`src/rtl/spi_ee_pkg.sv`:
```
package spi_ee_pkg;
  localparam logic [7:0] OP_WRSR  = 8'h01;
  localparam logic [7:0] OP_WRITE = 8'h02;
  localparam logic [7:0] OP_READ  = 8'h03;
  localparam logic [7:0] OP_WRDI  = 8'h04;
  localparam logic [7:0] OP_RDSR  = 8'h05;
  localparam logic [7:0] OP_WREN  = 8'h06;

  typedef enum logic [2:0] {
    ST_OPC, ST_ADH, ST_ADL, ST_RD, ST_WR, ST_WSR, ST_RSR, ST_SKIP
  } ee_state_e;
endpackage

```
`src/rtl/spi_ee_front.sv`:
```
module spi_ee_front #(
  parameter int unsigned SYNC_STAGES = 2
) (
  input  logic clk_i,
  input  logic rst_ni,
  input  logic cs_ni,
  input  logic sck_i,
  input  logic mosi_i,
  input  logic hold_ni,
  input  logic wp_ni,
  output logic sel_o,
  output logic frame_start_o,
  output logic frame_end_o,
  output logic rise_o,
  output logic fall_o,
  output logic mosi_o,
  output logic wp_low_o,
  output logic hold_o
);
  localparam int unsigned NPIN = 5;
  // pin order {cs_n, sck, mosi, hold_n, wp_n}
  localparam logic [NPIN-1:0] IDLE_VAL = 5'b10011;

  logic [NPIN-1:0] raw, pin_s;
  assign raw = {cs_ni, sck_i, mosi_i, hold_ni, wp_ni};

  for (genvar g = 0; g < NPIN; g++) begin : g_sync
    logic [SYNC_STAGES-1:0] sh_q;
    always_ff @(posedge clk_i or negedge rst_ni) begin
      if (!rst_ni) sh_q <= {SYNC_STAGES{IDLE_VAL[g]}};
      else         sh_q <= {sh_q[SYNC_STAGES-2:0], raw[g]};
    end
    assign pin_s[g] = sh_q[SYNC_STAGES-1];
  end

  logic cs_n_s, sck_s, hold_n_s;
  assign cs_n_s   = pin_s[4];
  assign sck_s    = pin_s[3];
  assign mosi_o   = pin_s[2];
  assign hold_n_s = pin_s[1];
  assign wp_low_o = ~pin_s[0];

  logic sck_d, cs_d, hold_q;
  always_ff @(posedge clk_i or negedge rst_ni) begin
    if (!rst_ni) begin
      sck_d  <= 1'b0;
      cs_d   <= 1'b1;
      hold_q <= 1'b0;
    end else begin
      sck_d <= sck_s;
      cs_d  <= cs_n_s;
      if (cs_n_s)      hold_q <= 1'b0;
      else if (!sck_s) hold_q <= ~hold_n_s;  // hold only moves while sck low
    end
  end

  assign sel_o         = ~cs_n_s;
  assign hold_o        = hold_q;
  assign frame_start_o = cs_d & ~cs_n_s;
  assign frame_end_o   = ~cs_d & cs_n_s;
  assign rise_o        = sck_s & ~sck_d & ~cs_n_s & ~hold_q;
  assign fall_o        = ~sck_s & sck_d & ~cs_n_s & ~hold_q;
endmodule

```
`src/rtl/spi_ee_mem.sv`:
```
module spi_ee_mem #(
  parameter int unsigned AW = 6,
  parameter int unsigned DW = 8
) (
  input  logic          clk_i,
  input  logic          we_i,
  input  logic [AW-1:0] waddr_i,
  input  logic [DW-1:0] wdata_i,
  input  logic [AW-1:0] raddr_i,
  output logic [DW-1:0] rdata_o
);
  localparam int unsigned DEPTH = 1 << AW;
  logic [DW-1:0] mem_q [DEPTH];

  always_ff @(posedge clk_i) begin
    if (we_i) mem_q[waddr_i] <= wdata_i;
  end

  assign rdata_o = mem_q[raddr_i];
endmodule

```
`src/rtl/spi_ee_wtimer.sv`:
```
module spi_ee_wtimer #(
  parameter int unsigned CYCLES = 500000
) (
  input  logic clk_i,
  input  logic rst_ni,
  input  logic start_i,
  output logic busy_o,
  output logic done_o
);
  localparam int unsigned CW = $clog2(CYCLES + 1);
  logic [CW-1:0] cnt_q;
  logic          busy_q;

  assign done_o = busy_q && (cnt_q == CW'(CYCLES - 1));
  assign busy_o = busy_q;

  always_ff @(posedge clk_i or negedge rst_ni) begin
    if (!rst_ni) begin
      busy_q <= 1'b0;
      cnt_q  <= '0;
    end else if (start_i && !busy_q) begin
      busy_q <= 1'b1;
      cnt_q  <= '0;
    end else if (done_o) begin
      busy_q <= 1'b0;
    end else if (busy_q) begin
      cnt_q <= cnt_q + 1'b1;
    end
  end

  a_r8_count_bound: assert property (@(posedge clk_i) disable iff (!rst_ni)
    busy_q |-> (cnt_q < CW'(CYCLES)));
  a_r9_no_restart: assert property (@(posedge clk_i) disable iff (!rst_ni)
    start_i |-> !busy_q);
endmodule

```
`src/rtl/spi_eeprom_slave.sv`:
```
module spi_eeprom_slave
  import spi_ee_pkg::*;
#(
  parameter int unsigned MEM_AW      = 6,
  parameter int unsigned PAGE_AW     = 3,
  parameter int unsigned WR_CYCLES   = 500000,
  parameter int unsigned SYNC_STAGES = 2
) (
  input  logic clk_i,
  input  logic rst_ni,
  input  logic cs_ni,
  input  logic sck_i,
  input  logic mosi_i,
  input  logic hold_ni,
  input  logic wp_ni,
  output logic miso_o,
  output logic miso_oe_o
);
  logic sel, frame_start, frame_end, rise, fall, mosi_s, wp_low, hold;
  logic busy, tmr_done, tmr_start;

  spi_ee_front #(.SYNC_STAGES(SYNC_STAGES)) u_front (
    .clk_i, .rst_ni, .cs_ni, .sck_i, .mosi_i, .hold_ni, .wp_ni,
    .sel_o(sel), .frame_start_o(frame_start), .frame_end_o(frame_end),
    .rise_o(rise), .fall_o(fall), .mosi_o(mosi_s), .wp_low_o(wp_low),
    .hold_o(hold)
  );

  spi_ee_wtimer #(.CYCLES(WR_CYCLES)) u_timer (
    .clk_i, .rst_ni, .start_i(tmr_start), .busy_o(busy), .done_o(tmr_done)
  );

  ee_state_e   st_q;
  logic [2:0]  bit_q;
  logic [6:0]  sr_q;
  logic [7:0]  tx_q;
  logic [15:0] addr_q;
  logic        lock_q, out_q, load_q, rd_q;
  logic        pend_sr_q, pend_wr_q;
  logic        wel_q, wpen_q, wpen_new_q;
  logic [1:0]  bp_q, bp_new_q;
  logic        miso_q, oe_q;

  logic [7:0] byte_in, status, mem_rdata;
  logic       byte_done, mem_we, wp_block, sr_go;

  assign byte_in   = {sr_q, mosi_s};
  assign byte_done = rise && !lock_q && (bit_q == 3'd7);
  assign status    = {wpen_q, 3'b000, bp_q, wel_q, busy};
  assign mem_we    = byte_done && (st_q == ST_WR);
  assign wp_block  = wpen_q & wp_low;
  assign sr_go     = pend_sr_q & ~wp_block;
  assign tmr_start = frame_end & (sr_go | pend_wr_q);

  spi_ee_mem #(.AW(MEM_AW), .DW(8)) u_mem (
    .clk_i, .we_i(mem_we), .waddr_i(addr_q[MEM_AW-1:0]), .wdata_i(byte_in),
    .raddr_i(addr_q[MEM_AW-1:0]), .rdata_o(mem_rdata)
  );

  always_ff @(posedge clk_i or negedge rst_ni) begin
    if (!rst_ni) begin
      st_q       <= ST_OPC;
      bit_q      <= '0;
      sr_q       <= '0;
      tx_q       <= '0;
      addr_q     <= '0;
      lock_q     <= 1'b0;
      out_q      <= 1'b0;
      load_q     <= 1'b0;
      rd_q       <= 1'b0;
      pend_sr_q  <= 1'b0;
      pend_wr_q  <= 1'b0;
      wel_q      <= 1'b0;
      wpen_q     <= 1'b0;
      wpen_new_q <= 1'b0;
      bp_q       <= '0;
      bp_new_q   <= '0;
      miso_q     <= 1'b0;
      oe_q       <= 1'b0;
    end else begin
      if (frame_start) begin
        st_q      <= ST_OPC;
        bit_q     <= '0;
        lock_q    <= 1'b0;
        out_q     <= 1'b0;
        load_q    <= 1'b0;
        pend_sr_q <= 1'b0;
        pend_wr_q <= 1'b0;
      end else if (rise && !lock_q) begin
        sr_q  <= byte_in[6:0];
        bit_q <= bit_q + 1'b1;
        if (bit_q == 3'd7) begin
          case (st_q)
            ST_OPC: begin
              if (busy && byte_in != OP_RDSR) st_q <= ST_SKIP;
              else begin
                case (byte_in)
                  OP_WREN:  begin wel_q <= 1'b1; st_q <= ST_SKIP; end
                  OP_WRDI:  begin wel_q <= 1'b0; st_q <= ST_SKIP; end
                  OP_RDSR:  begin st_q <= ST_RSR; out_q <= 1'b1; load_q <= 1'b1; end
                  OP_WRSR:  st_q <= wel_q ? ST_WSR : ST_SKIP;
                  OP_READ:  begin rd_q <= 1'b1; st_q <= ST_ADH; end
                  OP_WRITE: begin rd_q <= 1'b0; st_q <= wel_q ? ST_ADH : ST_SKIP; end
                  default:  lock_q <= 1'b1;
                endcase
              end
            end
            ST_ADH: begin
              addr_q[15:8] <= byte_in;
              st_q         <= ST_ADL;
            end
            ST_ADL: begin
              addr_q[7:0] <= byte_in;
              if (rd_q) begin
                st_q   <= ST_RD;
                out_q  <= 1'b1;
                load_q <= 1'b1;
              end else begin
                st_q <= ST_WR;
              end
            end
            ST_RD: begin
              addr_q <= addr_q + 1'b1;
              load_q <= 1'b1;
            end
            ST_WR: begin
              addr_q[PAGE_AW-1:0] <= addr_q[PAGE_AW-1:0] + 1'b1;
              pend_wr_q           <= 1'b1;
            end
            ST_WSR: begin
              if (!wp_block) begin
                pend_sr_q  <= 1'b1;
                wpen_new_q <= byte_in[7];
                bp_new_q   <= byte_in[3:2];
              end
              st_q <= ST_SKIP;
            end
            ST_RSR:  load_q <= 1'b1;
            default: ;
          endcase
        end
      end else if (fall && out_q && !lock_q) begin
        miso_q <= tx_q[7];
        tx_q   <= {tx_q[6:0], 1'b0};
      end

      // output byte fetched one clock after the address settles
      if (load_q) begin
        load_q <= 1'b0;
        tx_q   <= (st_q == ST_RSR) ? status : mem_rdata;
      end

      if (pend_sr_q && wp_block) pend_sr_q <= 1'b0;

      if (frame_end) begin
        if (sr_go) begin
          wpen_q <= wpen_new_q;
          bp_q   <= bp_new_q;
        end
        pend_sr_q <= 1'b0;
        pend_wr_q <= 1'b0;
      end

      if (tmr_done) wel_q <= 1'b0;

      oe_q <= out_q & sel & ~hold & ~lock_q;
    end
  end

  assign miso_o    = miso_q;
  assign miso_oe_o = oe_q;

  a_r1_idle_quiet: assert property (@(posedge clk_i) disable iff (!rst_ni)
    (!sel && $past(!sel)) |-> !miso_oe_o);
  a_r4_lock_quiet: assert property (@(posedge clk_i) disable iff (!rst_ni)
    (lock_q && $past(lock_q)) |-> !miso_oe_o);
  a_r10_hold_freeze: assert property (@(posedge clk_i) disable iff (!rst_ni)
    (hold && $past(hold)) |-> $stable(bit_q));
  a_r6_page_fixed: assert property (@(posedge clk_i) disable iff (!rst_ni)
    mem_we |=> (addr_q[15:PAGE_AW] == $past(addr_q[15:PAGE_AW])));
  a_r8_wel_drop: assert property (@(posedge clk_i) disable iff (!rst_ni)
    $fell(busy) |-> !wel_q);
  a_r12_status_locked_busy: assert property (@(posedge clk_i) disable iff (!rst_ni)
    (busy && $past(busy)) |-> ($stable(wpen_q) && $stable(bp_q)));
endmodule

```
`config.mk`:
```
export PLATFORM = sky130hd
export DESIGN_NAME = spi_eeprom_slave
export DESIGN_NICKNAME = d
export VERILOG_FILES = /design/src/rtl/spi_ee_pkg.sv /design/src/rtl/spi_ee_front.sv /design/src/rtl/spi_ee_mem.sv /design/src/rtl/spi_ee_wtimer.sv /design/src/rtl/spi_eeprom_slave.sv
export SDC_FILE = /design/constraint.sdc
export NUM_CORES = 1
export LEC_CHECK = 0
export BUFFER_PORTS_ARGS = -buffer_cell sky130_fd_sc_hd__buf_2
export CAP_MARGIN = 25
export CORE_ASPECT_RATIO = 1.25
export CORE_MARGIN = 2
export CORE_UTILIZATION = 30
export CTS_CLUSTER_DIAMETER = 150
export DETAILED_ROUTE_END_ITERATION = 10
export PLACE_DENSITY = 0.4
export SYNTH_ARGS = -nofsm -noshare
export SYNTH_HDL_FRONTEND = slang
export SYNTH_SLANG_ARGS = --single-unit
```
`constraint.sdc`:
```
create_clock -name clk_i -period 7.2 [get_ports clk_i]
set_clock_uncertainty 0.15 [all_clocks]
set_input_delay 0.36 -clock clk_i [delete_from_list [all_inputs] [get_ports clk_i]]
set_output_delay 0.36 -clock clk_i [all_outputs]
set_load 0.05 [all_outputs]
```
==> out/results.tsv, run 1 <==
stage	metric	value	unit
logic_synthesis	asr flop ratio synth	0.128	
logic_synthesis	FF+latch count, synth	587	
clocking	root buffer cell	clkbuf_16	
critical_path	worst r2r src	addr_q[2]	
cells_and_area	fin nets	1478	
outcome	run status	finished, final reports clean	
logic_synthesis	Syn Nets	1458	
logic_synthesis	sequential area share after synthesis	0.726	
critical_path	Setup crit end kind	flop	
clocking	CTS resizes	0	
sta	final period utilization	0.563	
global_route	pin count of the biggest net entering global routing	79	
cells_and_area	highest-count cells in the layout ignoring fill and taps	512 x edfxtp_1, 134 x nor2_1, 63 x clkbuf_16	
floorplanning	core area	0.0786	mm2
floorplanning	num ports	9	
global_route	first-pass GRT wire length	103000	um
critical_path	crit path DAT	4170	ps
sta	Max-slew headroom	0.285	
min_path	type of the tightest min-delay check	in -> async	
clocking	H-tree depth	2	
sta	Total Neg Setup Slack	0	ps
floorplanning	die width	256	um
clocking	CTS tree	built	
logic_synthesis	Netlist cell types	71	
sta	Final Hold Fails	0	
floorplanning	die area	0.0815	mm2
cells_and_area	share of cells above drive strength 1	0.179	
run	Max Cap Viol	0	
critical_path	Setup Crit Path Kind	reg -> reg	
global_route	initial antenna violation count	0	
place	global placer's final weighted congestion	0.806	
drt	WL/cell	27.7	um
global_route	all-layer global routing usage	0.174	
cells_and_area	antenna cells	0	
sta	Final Max Slew Viols	0	
critical_path	R2R setup slack	3150	ps
logic_synthesis	Synth Area per Inst	16.5	um2
sta	RSZ-0062 raised after global routing	no	
sta	post-layout min period	4050	ps
cells_and_area	Layout area overhead	13.6	%
drt	drt first pass iters	5	
global_route	grt ovf	0	
logic_synthesis	Post-synth EDFFs	512	
logic_synthesis	Synth area leaders	edfxtp_1 65%, dfrtp_1 7.2%, mux4_2 4.5%, mux2_2 2.7%, nor2_1 2.1%	
clocking	Bufs on Longest Clock Path	3	
place	IO buf count	8	
floorplanning	Starting Density	0.303	
pwr	worst vdd ir	181	uV
clocking	Worst-Skew Late Latency	650	ps
place	dpl hpwl	42400	um
sta	Slew @ Worst Pin	1070	ps
logic_synthesis	Post-Syn Instances	1445	
pwr	leak pwr	8.71	nW
floorplanning	die height	319	um
logic_synthesis	YS warnings	0	
drt	Via-to-Cell Ratio	5.17	
floorplanning	Core Rows	115	
logic_synthesis	Yosys top cell by area	edfxtp_1	
drt	vias after detailed routing	13270	
drt	Post-Route WL	71100	um
logic_synthesis	ys flop type	edfxtp_1	
cells_and_area	commonest non-fill, non-tap cell in the layout	edfxtp_1	
logic_synthesis	Yosys top cell area share	0.647	
clocking	cts bufs inserted	60	
critical_path	r2r worst-path depth	4	
critical_path	Critical Path RT	7310	ps
clocking	CTS Sinks	587	
cells_and_area	utilization after layout	0.344	
pwr	pwr dens	282	mW/mm2
drt	DRT antenna net count	0	
critical_path	maximum fanout along the worst path	46	
global_route	vias in the first global route	13951	
sta	Finish-stage setup viols	0	
drt	Iter 0 DRT Violations	1014	
logic_synthesis	synthesized cell area	0.0238	mm2
sta	fmax	0.247	GHz
critical_path	worst r2r dst	u_mem.mem_q[55][4]	
cells_and_area	fill cell count	7556	
drt	drt drc	0	
clocking	Worst-path clk slew	70	ps
critical_path	CP Launch Type	flop	
-- worst max-delay path by stage --
stage,startpoint,end,slack [ps]
floorplan,sr_q[1],st_q[0],4520
global placement,addr_q[2],u_mem.mem_q[7][5],3010
detailed placement,addr_q[2],u_mem.mem_q[7][5],3060
CTS,addr_q[2],u_mem.mem_q[7][3],3030
global route,addr_q[2],u_mem.mem_q[47][1],2910
finish,addr_q[2],u_mem.mem_q[55][4],3150
-- metal layers --
metal / vias to the layer above / global-route usage / share of wire
met5: - / 0 / 0
met4: 0 / 0.0687 / 0.038
met3: 124 / 0.0279 / 0.046
met2: 366 / 0.301 / 0.50
met1: 6988 / 0.218 / 0.41
li1: 5792 / - / -
-- synthesized netlist by cell type, types with 23 or more instances --
| master | count |
|---|---|
| clkbuf_1 | 38 |
| a22oi_1 | 47 |
| buf_2 | 27 |
| mux4_2 | 48 |
| mux2_2 | 57 |
| a21oi_1 | 48 |
| mux2i_1 | 44 |
| a221oi_1 | 47 |
| edfxtp_1 | 512 |
| o21ai_0 | 39 |
| nand3_1 | 23 |
| nand2_1 | 59 |
| dfrtp_1 | 68 |
| nor2_1 | 135 |
-- final cells by class --
class	instances	area, um2	area share
Clock buffer	84	1720	0.0636
Clock inverter	29	260	0.00964
Inverter	17	63.8	0.00236
Multi-Input combinational cell	753	5980	0.221
Sequential cell	587	17300	0.640
Tap cell	1053	1320	0.0488
Timing Repair Buffer	46	383	0.0142
-- what timing repair did --
action                                  in CTS  in global routing
endpoints found under the hold margin       73                  0
setup buffers                                0                  0
hold buffers                                 6                  0
endpoints found under the setup margin       0                  0
-- registers in the layout, summed over array words and instances, names as in the netlist, 2 cells and up --
register and flops:
st_q 3, bp_q 2, sr_q 7, bit_q 3, bp_new_q 2, u_timer.cnt_q 19, tx_q 8, u_front.g_sync.sh_q 10
u_mem.mem_q 512, addr_q 6
-- worst max-delay path: stages (launching register included) --
cell	delay, ps
dfrtp_4	870
buf_4	680
and3_1	530
nand2_1	550
nor2_1	860
-- report_power, final --
part / leakage [nW] / internal, W / switching, W
Clock: 0.975 / 0.00180 / 0.00135
Combinational: 2.14 / 0.0000760 / 0.000344
Sequential: 5.59 / 0.00397 / 0.0000813
Total: 8.71 / 0.00585 / 0.00177
-- stage by stage --
step | area (um2) | hold WS [ps] | std cells | setup WS (ps) | power (W)
global placement | 24900 | 193 | 2447 | 3010 | 0.00456
detailed placement | 24900 | 188 | 2447 | 3060 | 0.00457
finish | 27000 | 74.2 | 2569 | 3150 | 0.00762
floorplan | 23800 | -85.6 | 1445 | 4520 | 0.00429
global route | 27000 | 95.7 | 2569 | 2910 | 0.00789
CTS | 27000 | 182 | 2566 | 3030 | 0.00774
-- cells by family (layout without fill, tap and decap cells) --
group,after synthesis,after routing,share of synthesized area
flip-flops,587,587,0.726
AND/OR/NAND/NOR,304,304,0.0607
AO/OA/AOI/OAI,272,272,0.0810
multiplexers,159,159,0.102
buffers and inverters,105,176,0.0231
XOR/XNOR,11,11,0.00405
adder cells (fa/ha/maj),7,7,0.00358
Power figures use the tool's default switching activity.
==> run 2: changes to the inputs <==
PLACE_DENSITY = 0.41   (was 0.4)
clock period = 3.5 ns   (was 7.2 ns; I/O delays follow)
==> run 2 against run 1 <==
Net effect: register-to-register slack got worse by 2800 ps; combinational power rose by 110%; largest cell class unchanged; clock-buffer cell count decreased by 9; highest routed layer unchanged; cell area grew 3.2%; hold slack worse by 30 ps; clock power increased by 100%; sequential power is 110% higher.
==> out/results.tsv, run 2 (synthesis results as in run 1) <==
stage	metric	value	unit
floorplanning	die height	319	um
clocking	Bufs on Longest Clock Path	3	
cells_and_area	utilization after layout	0.355	
sta	fmax	0.316	GHz
global_route	pin count of the biggest net entering global routing	76	
critical_path	CP max stage delay	540	ps
clocking	CTS Sinks	587	
cells_and_area	fill cell count	7572	
place	IO buf count	8	
clocking	Worst-Skew Late Latency	650	ps
global_route	M3 GR Usage	0.0237	
floorplanning	num ports	9	
pwr	leak pwr	9.28	nW
cells_and_area	Layout area overhead	17.2	%
pwr	pwr dens	561	mW/mm2
critical_path	r2r worst-path depth	7	
floorplanning	die width	256	um
global_route	M1 GR Usage	0.233	
sta	post-layout min period	3160	ps
floorplanning	Core Rows	115	
critical_path	R2R setup slack	340	ps
drt	drt first pass iters	5	
min_path	type of the tightest min-delay check	in -> reg	
cells_and_area	top flop regs	u_mem.mem_q: 512 flops, u_timer.cnt_q: 19 flops, u_front.g_sync.sh_q: 10 flops	
global_route	busiest grt layer	met2	
pwr	Design Power	0.0156	W
critical_path	Crit path max-delay family	simple AND/OR/NAND/NOR gates	
critical_path	worst r2r dst	u_mem.mem_q[33][5]	
critical_path	CP Launch Type	flop	
sta	RSZ-0062 raised after global routing	no	
cells_and_area	share of cells above drive strength 1	0.228	
place	DP Worst Slack	399	ps
cells_and_area	Multi-input gate area	0.00597	mm2
drt	vias after detailed routing	13743	
floorplanning	Starting Density	0.303	
critical_path	Setup Crit Path Kind	reg -> reg	
global_route	grt ovf	0	
drt	Via-to-Cell Ratio	5.13	
cells_and_area	commonest non-fill, non-tap cell in the layout	edfxtp_1	
clocking	root buffer cell	clkbuf_16	
floorplanning	core area	0.0786	mm2
cells_and_area	fin nets	1591	
critical_path	maximum fanout along the worst path	8	
min_path	worst hold path startpoint	hold_ni	
run	Max Cap Viol	0	
clocking	Worst-path clk slew	60	ps
min_path	WHS Path Cells	2	
clocking	cts bufs inserted	59	
drt	DRT antenna net count	0	
critical_path	CP dominant cell by count	nor2_1	
floorplanning	die area	0.0815	mm2
drt	WL/cell	27.5	um
place	dpl hpwl	46000	um
global_route	first-pass GRT wire length	106000	um
clocking	H-tree depth	2	
critical_path	Critical Path RT	3700	ps
critical_path	CP max-delay cell	nand2_1	
drt	Post-Route WL	73700	um
sta	Slew @ Worst Pin	1170	ps
global_route	routing usage on met2	0.312	
clocking	CTS tree	built	
critical_path	critical path cell sequence	nor3b_4 -> and3_1 -> nand3_1 -> nor2_1 -> nand2_1 -> nor2_1 -> buf_4	
global_route	initial antenna violation count	0	
sta	Total Neg Setup Slack	0	ps
pwr	worst vdd ir	408	uV
sta	Final Hold Fails	0	
sta	final setup margin	337	ps
sta	Max-slew headroom	0.217	
critical_path	worst r2r src	u_front.g_sync[3].sh_q[1]	
min_path	WHS Endpoint	u_front.g_sync[1].sh_q[0]	
place	global placer's final weighted congestion	0.832	
sta	Finish-stage setup viols	0	
drt	Iter 0 DRT Violations	1195	
outcome	run status	finished, final reports clean	
cells_and_area	Largest register FFs	512	
global_route	all-layer global routing usage	0.180	
critical_path	Buf/Inv on CP	1	
cells_and_area	highest-count cells in the layout ignoring fill and taps	512 x edfxtp_1, 138 x buf_4, 135 x nor2_1	
drt	drt drc	0	
critical_path	crit path DAT	3370	ps
sta	final period utilization	0.904	
sta	Final Max Slew Viols	0	
cells_and_area	register with the most flip-flops	u_mem.mem_q	
critical_path	Setup crit end kind	flop	
cells_and_area	register area	0.0173	mm2
sta	smallest hold slack	43.9	ps
global_route	vias in the first global route	14178	
run 2: report_power, final:
| group | switching [W] | internal [W] |
|---|---|---|
| registers | 0.000172 | 0.00816 |
| clock network | 0.00275 | 0.00367 |
| logic | 0.000728 | 0.000164 |
run 2: per-layer routing:
layer | wire length, um | vias up
met4 | 2400 | 0
met1 | 31200 | 7263
met3 | 2860 | 105
met5 | 0 | -
li1 | - | 6009
met2 | 37200 | 366
run 2: timing repair:
action | CTS | global route
endpoints found under the hold margin | 73 | 6
hold buffers | 7 | 1
gates resized for setup | 0 | 0
buffers inserted | 0 | 0
run 2: area by class of cell:
class	instances	share of cell area
Sequential cell	587	0.620
Multi-Input combinational cell	753	0.214
Clock buffer	75	0.0575
Tap cell	1053	0.0473
Timing Repair Buffer	160	0.0466
Clock inverter	34	0.0120
Inverter	17	0.00229
Antenna cell	1	0.0000898
run 2: how the worst max path moves through the flow:
stage	startpoint	end	slack [ps]	cells past startpoint
finish	u_front.g_sync[3].sh_q[1]	u_mem.mem_q[33][5]	340	7
global route	u_front.g_sync[3].sh_q[1]	u_mem.mem_q[33][6]	130	7
CTS	u_front.hold_o	u_mem.mem_q[33][4]	390	7
detailed placement	u_front.hold_o	u_mem.mem_q[33][4]	400	7
global placement	u_front.g_sync[4].sh_q[1]	u_mem.mem_q[33][2]	450	7
floorplan	sr_q[1]	st_q[0]	820	7
run 2: per-stage QoR:
step	cell area, um2	std cells
finish	27900	2680
global route	27900	2679
CTS	27800	2677
detailed placement	25800	2561
floorplan	23800	1445
global placement	25800	2561
